[src/rtl/useq_pkg.sv]
package useq_pkg;

  // Branch kind field of the microinstruction
  typedef enum logic [1:0] {
    BR_JUMP     = 2'b00,
    BR_CALL     = 2'b01,
    BR_RETURN   = 2'b10,
    BR_DISPATCH = 2'b11
  } br_kind_e;

  // Condition selector field
  typedef enum logic [1:0] {
    CD_ALWAYS   = 2'b00,
    CD_INDIRECT = 2'b01,
    CD_NEG      = 2'b10,
    CD_ZERO     = 2'b11
  } cond_kind_e;

  // Address source select, {s1,s0}
  typedef enum logic [1:0] {
    SRC_INC  = 2'b00,
    SRC_RET  = 2'b01,
    SRC_TGT  = 2'b10,
    SRC_MAP  = 2'b11
  } addr_src_e;

endpackage

[src/rtl/useq_cond_sel.sv]
module useq_cond_sel
  import useq_pkg::*;
(
  input  logic [1:0] cd_sel,
  input  logic       ind_bit,
  input  logic       acc_sign,
  input  logic       acc_zero,
  output logic       taken
);

  logic [3:0] flag_vec;

  // Index 0 is the constant-true test
  assign flag_vec = {acc_zero, acc_sign, ind_bit, 1'b1};

  always_comb begin
    taken = flag_vec[cd_sel];
  end

endmodule

[src/rtl/useq_src_dec.sv]
module useq_src_dec
  import useq_pkg::*;
(
  input  logic [1:0] br_kind,
  input  logic       taken,
  output addr_src_e  src_sel,
  output logic       ret_load
);

  logic kind_hi;
  logic kind_lo;
  logic s1;
  logic s0;

  assign kind_hi = br_kind[1];
  assign kind_lo = br_kind[0];

  // Two-level select logic, one product term per source
  always_comb begin
    s0       = kind_hi;
    s1       = (kind_hi & kind_lo) | (~kind_hi & taken);
    ret_load = ~kind_hi & kind_lo & taken;
    src_sel  = addr_src_e'({s1, s0});
  end

endmodule

[src/rtl/useq_addr_mux.sv]
module useq_addr_mux
  import useq_pkg::*;
#(
  parameter int ADDR_W  = 7,
  parameter int OPC_W   = 4,
  parameter int MAP_LSB = 2
) (
  input  logic [ADDR_W-1:0] car_q,
  input  logic [ADDR_W-1:0] ret_q,
  input  logic [ADDR_W-1:0] br_addr,
  input  logic [OPC_W-1:0]  opcode,
  input  addr_src_e         src_sel,
  output logic [ADDR_W-1:0] car_inc,
  output logic [ADDR_W-1:0] car_nxt
);

  localparam int MAP_TOP = MAP_LSB + OPC_W;

  logic [ADDR_W-1:0] map_addr;

  // Incrementer: natural modulo-2^ADDR_W wrap
  assign car_inc = car_q + {{(ADDR_W-1){1'b0}}, 1'b1};

  // Opcode dispatch address: opcode field placed at MAP_LSB, rest zero
  generate
    if (MAP_TOP <= ADDR_W) begin : g_map_fit
      always_comb begin
        map_addr = '0;
        map_addr[MAP_LSB +: OPC_W] = opcode;
      end
    end else begin : g_map_trunc
      always_comb begin
        map_addr = '0;
        for (int i = MAP_LSB; i < ADDR_W; i++) begin
          map_addr[i] = opcode[i-MAP_LSB];
        end
      end
    end
  endgenerate

  always_comb begin
    unique case (src_sel)
      SRC_INC: car_nxt = car_inc;
      SRC_RET: car_nxt = ret_q;
      SRC_TGT: car_nxt = br_addr;
      SRC_MAP: car_nxt = map_addr;
      default: car_nxt = car_inc;
    endcase
  end

endmodule

[src/rtl/useq_next_addr.sv]
module useq_next_addr
  import useq_pkg::*;
#(
  parameter int ADDR_W     = 7,
  parameter int OPC_W      = 4,
  parameter int MAP_LSB    = 2,
  parameter int FETCH_ADDR = 64
) (
  input  logic              clk,
  input  logic              rst_n,
  input  logic [1:0]        cd_sel,
  input  logic [1:0]        br_kind,
  input  logic [ADDR_W-1:0] br_addr,
  input  logic              ind_bit,
  input  logic              acc_sign,
  input  logic              acc_zero,
  input  logic [OPC_W-1:0]  opcode,
  output logic [ADDR_W-1:0] car_q
);

  localparam logic [ADDR_W-1:0] CAR_RST = ADDR_W'(FETCH_ADDR);

  logic              taken;
  addr_src_e         src_sel;
  logic              ret_load;
  logic [ADDR_W-1:0] car_inc;
  logic [ADDR_W-1:0] car_nxt;
  logic [ADDR_W-1:0] sbr_q;
  logic [ADDR_W-1:0] sbr_nxt;
  logic              car_en;

  useq_cond_sel u_cond (
    .cd_sel   (cd_sel),
    .ind_bit  (ind_bit),
    .acc_sign (acc_sign),
    .acc_zero (acc_zero),
    .taken    (taken)
  );

  useq_src_dec u_dec (
    .br_kind  (br_kind),
    .taken    (taken),
    .src_sel  (src_sel),
    .ret_load (ret_load)
  );

  useq_addr_mux #(
    .ADDR_W  (ADDR_W),
    .OPC_W   (OPC_W),
    .MAP_LSB (MAP_LSB)
  ) u_mux (
    .car_q   (car_q),
    .ret_q   (sbr_q),
    .br_addr (br_addr),
    .opcode  (opcode),
    .src_sel (src_sel),
    .car_inc (car_inc),
    .car_nxt (car_nxt)
  );

  // Next-state for the return register
  always_comb begin
    car_en  = 1'b1;
    sbr_nxt = ret_load ? car_inc : sbr_q;
  end

  // Registers
  always_ff @(posedge clk or negedge rst_n) begin
    if (!rst_n) begin
      car_q <= CAR_RST;
    end else if (car_en) begin
      car_q <= car_nxt;
    end
  end

  always_ff @(posedge clk or negedge rst_n) begin
    if (!rst_n) begin
      sbr_q <= '0;
    end else if (ret_load) begin
      sbr_q <= sbr_nxt;
    end
  end

endmodule

[config.mk]
export PLATFORM = sky130hd
export DESIGN_NAME = useq_next_addr
export DESIGN_NICKNAME = d
export VERILOG_FILES = /design/src/rtl/useq_pkg.sv /design/src/rtl/useq_cond_sel.sv /design/src/rtl/useq_src_dec.sv /design/src/rtl/useq_addr_mux.sv /design/src/rtl/useq_next_addr.sv
export SDC_FILE = /design/constraint.sdc
export NUM_CORES = 1
export LEC_CHECK = 0
export ABC_AREA = 1
export CORE_MARGIN = 3
export CORE_UTILIZATION = 45
export DETAILED_ROUTE_END_ITERATION = 10
export DONT_BUFFER_PORTS = 1
export PLACE_DENSITY_LB_ADDON = 0.2
export SLEW_MARGIN = 15
export SYNTH_ARGS = -nofsm -noshare
export SYNTH_HDL_FRONTEND = slang
export SYNTH_SLANG_ARGS = --single-unit
[constraint.sdc]
create_clock -name clk -period 1.3 [get_ports clk]
set_clock_uncertainty 0.15 [all_clocks]
set_input_delay 0.39 -clock clk [delete_from_list [all_inputs] [get_ports clk]]
set_output_delay 0.39 -clock clk [all_outputs]
set_load 0.01 [all_outputs]
==> impl_metrics.toml, run 1 <==
[layout]
final_common_cell = "nand2_1"
drive_gt1_share_pct = 25.5
antennaDiodeCount = 0
final_area_um2 = 1080
area_growth_pct = 25.5
finalNonFillerCells = 162
final_cell_mix = "58 x nand2_1, 13 x dfrtp_1, 12 x nand3_1"
final_nets = 159
post-route-util_pct = 61.0

[timing]
period_share_pct = 108
clock.fmax_mhz = 710
max_slew.worst_pin.slew_ns = 0.649
final_hold_viol_count = 0
setup_tns_ns = -0.639
rsz0062_at_grt = "true"
post-route-min-period_ns = 1.41
relSlewSlack_pct = 56.6
finalSetupViolCount = 8
finalMaxSlewViolations = 0
fin_ws_ns = -0.109
whs_ns = 0.103

[drt]
viasPerCell = 4.93
top_layer = "met4"
ant_nets = 0
drt-pass1-iter-count = 4
routed-via-count = 798
drc_errors = 0
wl_um = 2020
m1WireLength_um = 867
wl_met3_um = 88
routed-wl-met2_um = 1020
post_drt_wl_per_cell_um = 12.5
dr.first_iter.drc_count = 10

[power]
p_leak_nw = 0.550
vdd_ir_drop_max_v = 0.000739
p_per_area_nw_per_um2 = 1180
p_total_mw = 1.27

[global_routing]
grt_pass1_wl_um = 3220
grt_overflow = 0
grt_pass1_vias = 723
track_usage_pct = 17.3
grt_max_degree = 15
antenna_found_initial = 0

[floorplan]
die_h_um = 49.6
core-area_um2 = 1760
dieWidth_um = 49.6
initial_core_util_pct = 48.6
pin_count = 27
die-area_um2 = 2460
fp-row-count = 15

[synthesis]
syn-instance-count = 120
ys_types = 20
yosysSeqAreaShare_pct = 41.0
synth_area_um2 = 857
synth-seq-cells = 14
syn_avg_cell_area_um2 = 7.14
yosys_warnings = 0
synth_fp_nets = 141

[cts]
insertion_delay_ns = 0.29
root_buffer = "clkbuf_4"
cts_buffers = 3
cts_buffer_depth = 2
h-tree-depth = 1
cts_sinks = 14
clk_pin_slew_ns = 0.09
cts_tree = "built"

[worst_hold_path]
hold_class = "primary input to register"
hold_start = "br_kind[1]"
min_delay_worst_endpoint = "car_q[6]$_DFF_PN1_"
hold_depth = 3

[worst_setup_path]
cp_max_fo = 3
reg2reg_slack_ns = -0.02
crit_path_end_kind = "output port"
cp-start-kind = "register"
crit_arrival_ns = 0.87
required_ns = 0.76
r2r_end = "car_q[4]$_DFF_PN0_"
reg2reg_depth = 6
path_class = "register to output port"
r2r-start = "car_q[1]$_DFF_PN0_"

[place]
routabilityCongestion = 0.821
place_area_um2 = 943
placedCellCount = 152
dpl.hpwl_um = 1450
post-place-ws_ns = -0.00826
io_buffers = 0

[status]
status = "finished with violations"
violations = "negative setup slack"

[job]
drv_cap = 0
layout make-up:
| cell class | instances | area [um2] |
|---|---|---|
| inverters | 10 | 42.5 |
| multi-input cells | 95 | 487 |
| repair buffers | 14 | 138 |
| well taps | 25 | 31.3 |
| fillers | 181 | 688 |
| clock buffers | 4 | 26.3 |
| flip-flops and latches | 14 | 352 |
cell usage after synthesis (all sizes together):
master	instances	area [um2]
nand2	65	259
nand3	15	100
dfrtp	13	325
inv	9	33.8
nand4	4	25.0
nor2	4	25.0
o21ai	3	15.0
a21oi	1	5.00
buf	1	5.00
clkinv	1	8.76
dfstp	1	26.3
ha	1	12.5
nand3b	1	7.51
xnor2	1	8.76
how the worst max path moves through the flow:
stage	end	cells after the start	from	slack (ns)
3_3_place_gp	car_q[2]$_DFF_PN0_	4	car_q[1]$_DFF_PN0_	0.04
6_report	car_q[6]	0	car_q[6]$_DFF_PN1_	-0.11
3_5_place_dp	car_q[2]$_DFF_PN0_	4	car_q[1]$_DFF_PN0_	-0.008
4_1_cts	car_q[6]	0	car_q[6]$_DFF_PN1_	-0.10
2_1_floorplan	car_q[2]$_DFF_PN0_	4	car_q[0]$_DFF_PN0_	0.004
5_1_grt	car_q[6]	0	car_q[6]$_DFF_PN1_	-0.13
report_power, final:
part           internal (mW)  total (mW)  switching (mW)  leakage, nW
Sequential             0.522       0.584          0.0627        0.174
Clock                  0.119       0.276           0.157       0.0150
Combinational          0.194       0.407           0.213        0.361
Total                  0.835        1.27           0.433        0.550
tightest hold or removal path: stages:
cell and delay, ns:
a21oi_1 0.04, nand2_1 0.06, nand2_1 0.05
logic make-up after synthesis:
kind of cell / share of synthesized area [%]
and+or+nand+nor: 48.6
DFF: 41.0
buffers and inverters: 5.55
AOI/OAI and AO/OA: 2.33
xor gates and xnor gates: 1.02
adders and majority gates: 1.46
routing by layer:
layer / vias to the layer above / GRT usage, %
met5: - / 0
met4: 0 / 6.91
met3: 5 / 3.02
met2: 20 / 28.0
met1: 359 / 22.7
li1: 414 / -
flip-flops by register name, indices dropped and copies added, names as in the netlist:
name,count
car_q,7
sbr_q,7
timing repair:
item | in CTS | in global routing
endpoints found under the hold margin | 14 | 0
setup buffers | 3 | 2
endpoints found under the setup margin | 9 | 16
pin swaps | 0 | 3
resized for setup | 8 | 8
hold buffers | 1 | 0
(Power assumes the default switching activity.)
==> run 2, diff against run 1 <==
--- a/config.mk
+++ b/config.mk
@@ -6,6 +6,7 @@
 export NUM_CORES = 1
 export LEC_CHECK = 0
 export ABC_AREA = 1
+export CAP_MARGIN = 0
 export CORE_MARGIN = 3
 export CORE_UTILIZATION = 45
 export DETAILED_ROUTE_END_ITERATION = 10
@@ -14,4 +15,5 @@
 export SLEW_MARGIN = 15
 export SYNTH_ARGS = -nofsm -noshare
 export SYNTH_HDL_FRONTEND = slang
+export SYNTH_HIERARCHICAL = 1
 export SYNTH_SLANG_ARGS = --single-unit
==> impl_metrics.toml, run 2 <==
[timing]
rsz0062_at_grt = "true"
post-route-min-period_ns = 1.40
fin_ws_ns = -0.103
max_slew.worst_pin.slew_ns = 0.638
period_share_pct = 108
final_hold_viol_count = 0
relSlewSlack_pct = 57.5
finalSetupViolCount = 9
finalMaxSlewViolations = 0
clock.fmax_mhz = 713

[global_routing]
grt_pass1_vias = 753
grt_max_degree = 15
antenna_found_initial = 0
grt_pass1_wl_um = 3090
track_usage_pct = 16.2
grt_overflow = 0

[power]
p_per_area_nw_per_um2 = 1270
pwr-share-comb_pct = 35.4
vdd_ir_drop_max_v = 0.000593
p_leak_nw = 0.612
intPower_uw = 951
switching_share_pct = 34.5
power.switching_uw = 501
p_seq_share_pct = 42.9
clkPwrFrac_pct = 21.7

[layout]
finalNonFillerCells = 167
final_common_cell = "nand2_1"
area_growth_pct = 32.1
final_area_um2 = 1140
top_regs = "car_q: 7 flops, sbr_q: 7 flops"
final_cell_mix = "44 x nand2_1, 19 x inv_1, 11 x dfrtp_1"
drive_gt1_share_pct = 33.1
final_nets = 164
antennaDiodeCount = 0

[worst_hold_path]
hold_class = "primary input to asynchronous set/reset pin"

[synthesis]
synth_edf_count = 0
yosys.cell_count.top_type = "nand2_1"
synthTopCellsByArea = "dfrtp_1 38%, nand2_1 23%, inv_1 9.1%"
yosysSeqAreaShare_pct = 40.6
synth-seq-cells = 14
synth_flop_cell = "dfrtp_1"
yosys-top-cells-count = "53 x nand2_1, 21 x inv_1, 13 x dfrtp_1"
synth_area_um2 = 866
syn_avg_cell_area_um2 = 6.71
ys_async_sr_fraction_pct = 100
ys_types = 18
yosysTopAreaCell = "dfrtp_1"
yosys_warnings = 6
netlist.area_leader.share_pct = 37.6
synth_fp_nets = 150
syn-instance-count = 129

[worst_setup_path]
r2r_end = "sbr_q[6]$_DFFE_PN0P_"
cp-start-kind = "register"
required_ns = 0.76
reg2reg_slack_ns = -0.06
reg2reg_depth = 7
crit_arrival_ns = 0.86
cp_max_fo = 3
path_class = "register to output port"
r2r-start = "car_q[1]$_DFF_PN0_"
crit_path_end_kind = "output port"

[place]
dpl.hpwl_um = 1450
routabilityCongestion = 0.788
placedCellCount = 160
place_area_um2 = 968
io_buffers = 0

[floorplan]
pin_count = 27
fp-row-count = 15
initial_core_util_pct = 49.1
dieWidth_um = 49.9
core-area_um2 = 1760
die_h_um = 49.9
die-area_um2 = 2490

[status]
violations = "negative setup slack"
status = "finished with violations"

[drt]
routed-via-count = 795
drc_errors = 0
viasPerCell = 4.76
ant_nets = 0
wl_um = 2060
post_drt_wl_per_cell_um = 12.3
drt-pass1-iter-count = 6
dr.first_iter.drc_count = 19

[job]
drv_cap = 0

[cts]
root_buffer = "clkbuf_4"
cts_buffer_depth = 2
insertion_delay_ns = 0.27
cts_buffers = 3
h-tree-depth = 1
cts_sinks = 14
cts_tree = "built"
clk_pin_slew_ns = 0.09
## run 2: cell count changes after synthesis, moves of 3 or more
| cell | change |
|---|---|
| inv_1 | +13 |
| nor2_1 | +9 |
| nand2_1 | -8 |
| nand4_1 | -3 |
| o21ai_1 | -3 |
| xor2_1 | +3 |
## run 2: how the worst max path moves through the flow
stage / to / start / cells after the start / slack (ns)
6_report: car_q[6] / car_q[6]$_DFF_PN1_ / 0 / -0.10
5_1_grt: sbr_q[6]$_DFFE_PN0P_ / car_q[1]$_DFF_PN0_ / 7 / -0.15
4_1_cts: car_q[6] / car_q[6]$_DFF_PN1_ / 0 / -0.11
3_5_place_dp: car_q[3]$_DFF_PN0_ / cd_sel[1] / 9 / -0.26
3_3_place_gp: car_q[5]$_DFF_PN0_ / cd_sel[1] / 9 / -0.25
2_1_floorplan: car_q[3]$_DFF_PN0_ / cd_sel[1] / 10 / -0.13
## run 2: kinds of logic after synthesis
logic type	synth area share (%)
fa+ha+maj	1.44
compound gates	3.03
simple gates	38.9
xor+xnor	3.04
buf+inv	13.0
flops	40.6
## run 2: repair_timing
action | CTS | global route
resized for setup | 7 | 22
setup buffers | 2 | 0
hold buffers | 1 | 0
pin swaps | 3 | 20
setup endpoints to repair | 9 | 19
gates cloned | 0 | 0
hold endpoints to repair | 14 | 0
## run 2: stage by stage
stage          power (mW)  hold WS, ns  TNS [ns]  util, %  worst slack (ns)
2_1_floorplan       0.878      -0.0556    -0.759        -            -0.125
3_3_place_gp        0.984      -0.0552     -1.97     54.9            -0.251
3_5_place_dp        0.993      -0.0553     -2.23     54.9            -0.263
4_1_cts              1.38       0.0857    -0.414     60.1            -0.105
5_1_grt              1.56       0.0751    -0.995     64.8            -0.152
6_report             1.45       0.0417    -0.477     64.8            -0.103
## run 2: area by class of cell
type                       count  area (um2)
timing repair buffer          12         118
tap                           25        31.3
multi-input combinational     89         513
sequential                    14         354
clock buffer                   4        36.3
fill                         169         621
inverter                      23        91.3
## run 2: power by group through the flow
stage               combinational [mW]  sequential [mW]  clock (mW)
floorplan                        0.246            0.632           0
global placement                 0.359            0.625           0
detailed placement               0.366            0.627           0
CTS                              0.438            0.613       0.328
global route                     0.567            0.642       0.355
finish                           0.514            0.624       0.315
## run 2: layer usage
layer,GRT usage (%),routed length [um],part of all wire [%]
met1,19.8,876,43
met2,28.0,1090,53
met3,4.53,79,3.8
met4,4.15,12,0.58
met5,0,0,0
==> run 3, diff against run 2 <==
==> constraint.sdc (replaced) <==
create_clock -name clk -period 1.5 [get_ports clk]
set_clock_uncertainty 0.15 [all_clocks]
set_input_delay 0.45 -clock clk [delete_from_list [all_inputs] [get_ports clk]]
set_output_delay 0.45 -clock clk [all_outputs]
set_load 0.01 [all_outputs]
==> impl_metrics.toml, run 3 (synthesis gave the netlist of run 2 again) <==
[status]
status = "finished, final reports clean"

[layout]
top_regs = "car_q: 7 flops, sbr_q: 7 flops"
final_cell_mix = "49 x nand2_1, 19 x inv_1, 13 x dfrtp_1"
final_common_cell = "nand2_1"
multiInputGateArea_um2 = 427
final_nets = 158
final_area_um2 = 970
drive_gt1_share_pct = 16.9
regArea_um2 = 352
finalNonFillerCells = 161
n_fill_cell = 186
area_growth_pct = 12.0
antennaDiodeCount = 0

[power]
intPower_uw = 689
vdd_ir_drop_max_v = 0.000758
p_seq_share_pct = 51.9
switching_share_pct = 34.7
power.switching_uw = 366
pwr-share-comb_pct = 27.2
p_total_mw = 1.06
p_leak_nw = 0.548
clkPwrFrac_pct = 20.9
p_per_area_nw_per_um2 = 1090

[place]
place_area_um2 = 923
post-place-ws_ns = -0.214
io_buffers = 0
placedCellCount = 156
dpl.hpwl_um = 1470
routabilityCongestion = 0.795

[timing]
max_slew.worst_pin.slew_ns = 0.627
post-route-min-period_ns = 1.44
relSlewSlack_pct = 58.1
finalSetupViolCount = 0
period_share_pct = 96.3
rsz0062_at_grt = "false"
final_hold_viol_count = 0
clock.fmax_mhz = 692
fin_ws_ns = 0.0551
finalMaxSlewViolations = 0

[cts]
clk_pin_slew_ns = 0.08
insertion_delay_ns = 0.28
cts_sinks = 14
cts_buffers = 3
cts_tree = "built"
h-tree-depth = 1
root_buffer = "clkbuf_4"
postCtsSetupBuffers = 0
cts_buffer_depth = 2

[floorplan]
die-area_um2 = 2490
initial_core_util_pct = 49.1
dieWidth_um = 49.9
fp-row-count = 15
core-area_um2 = 1760
die_h_um = 49.9
pin_count = 27

[drt]
routed-via-count = 769
drt-pass1-iter-count = 4
wl_um = 1860
ant_nets = 0
drc_errors = 0
post_drt_wl_per_cell_um = 11.5
viasPerCell = 4.78
dr.first_iter.drc_count = 17

[global_routing]
antenna_found_initial = 0
grt_pass1_vias = 763
grt_max_degree = 15
track_usage_pct = 17.4
grt_pass1_wl_um = 3220
grt_overflow = 0

[worst_hold_path]
hold_class = "primary input to register"
hold_depth = 2
hold_start = "br_addr[1]"

[worst_setup_path]
worst-path-stages = 0
r2r-start = "car_q[2]$_DFF_PN0_"
cp_max_fo = 3
path_class = "register to output port"
required_ns = 0.90
cp-start-kind = "register"
startpoint = "car_q[6]$_DFF_PN1_"
reg2reg_depth = 5
crit_arrival_ns = 0.84
crit_path_end_kind = "output port"

[job]
drv_cap = 0
-- run 3: final cells by class --
type	instances	share of cell area (%)
inverter	23	8.90
clock buffer	4	2.71
tap	25	3.23
sequential	14	36.3
multi-input combinational	89	44.0
timing repair buffer	6	4.90
-- run 3: what timing repair did --
action,CTS,global route
setup endpoints to repair,0,2
endpoints found under the hold margin,14,0
hold buffers,1,0
resized for setup,0,3
-- run 3: power groups by stage --
| stage | combinational [mW] | clock [mW] | sequential, mW |
|---|---|---|---|
| finish | 0.287 | 0.221 | 0.548 |
| global placement | 0.266 | 0 | 0.552 |
| floorplan | 0.208 | 0 | 0.547 |
| detailed placement | 0.273 | 0 | 0.553 |
| CTS | 0.284 | 0.232 | 0.545 |
| global route | 0.332 | 0.254 | 0.565 |
-- run 3: layer usage --
layer  vias up  global-route usage [%]  part of all wire [%]  routed length, um
met5         -                       0                     0                  0
met1       342                    19.7                    43                797
met4         0                    5.53                   1.0                 19
met2        26                    29.5                    49                908
li1        397                       -                     -                  -
met3         4                    7.25                   7.2                134
-- run 3: per-stage QoR --
stage,utilization (%),setup TNS [ns],hold WS (ns)
floorplan,-,-0.00230,0.00441
global placement,52.3,-0.810,0.00471
detailed placement,52.3,-1.11,0.00471
CTS,54.4,0,0.145
global route,55.0,0,0.141
finish,55.0,0,0.155
-- run 3: final timing paths --
path | end | slack (ns)
max | car_q[6] | 0.06
min | car_q[1]$_DFF_PN0_ | 0.15
max in group asynchronous | car_q[4]$_DFF_PN0_ | 0.32
min reg2reg | sbr_q[0]$_DFFE_PN0P_ | 0.33
min in group asynchronous | car_q[2]$_DFF_PN0_ | 0.47
max reg2reg | sbr_q[5]$_DFFE_PN0P_ | 0.13
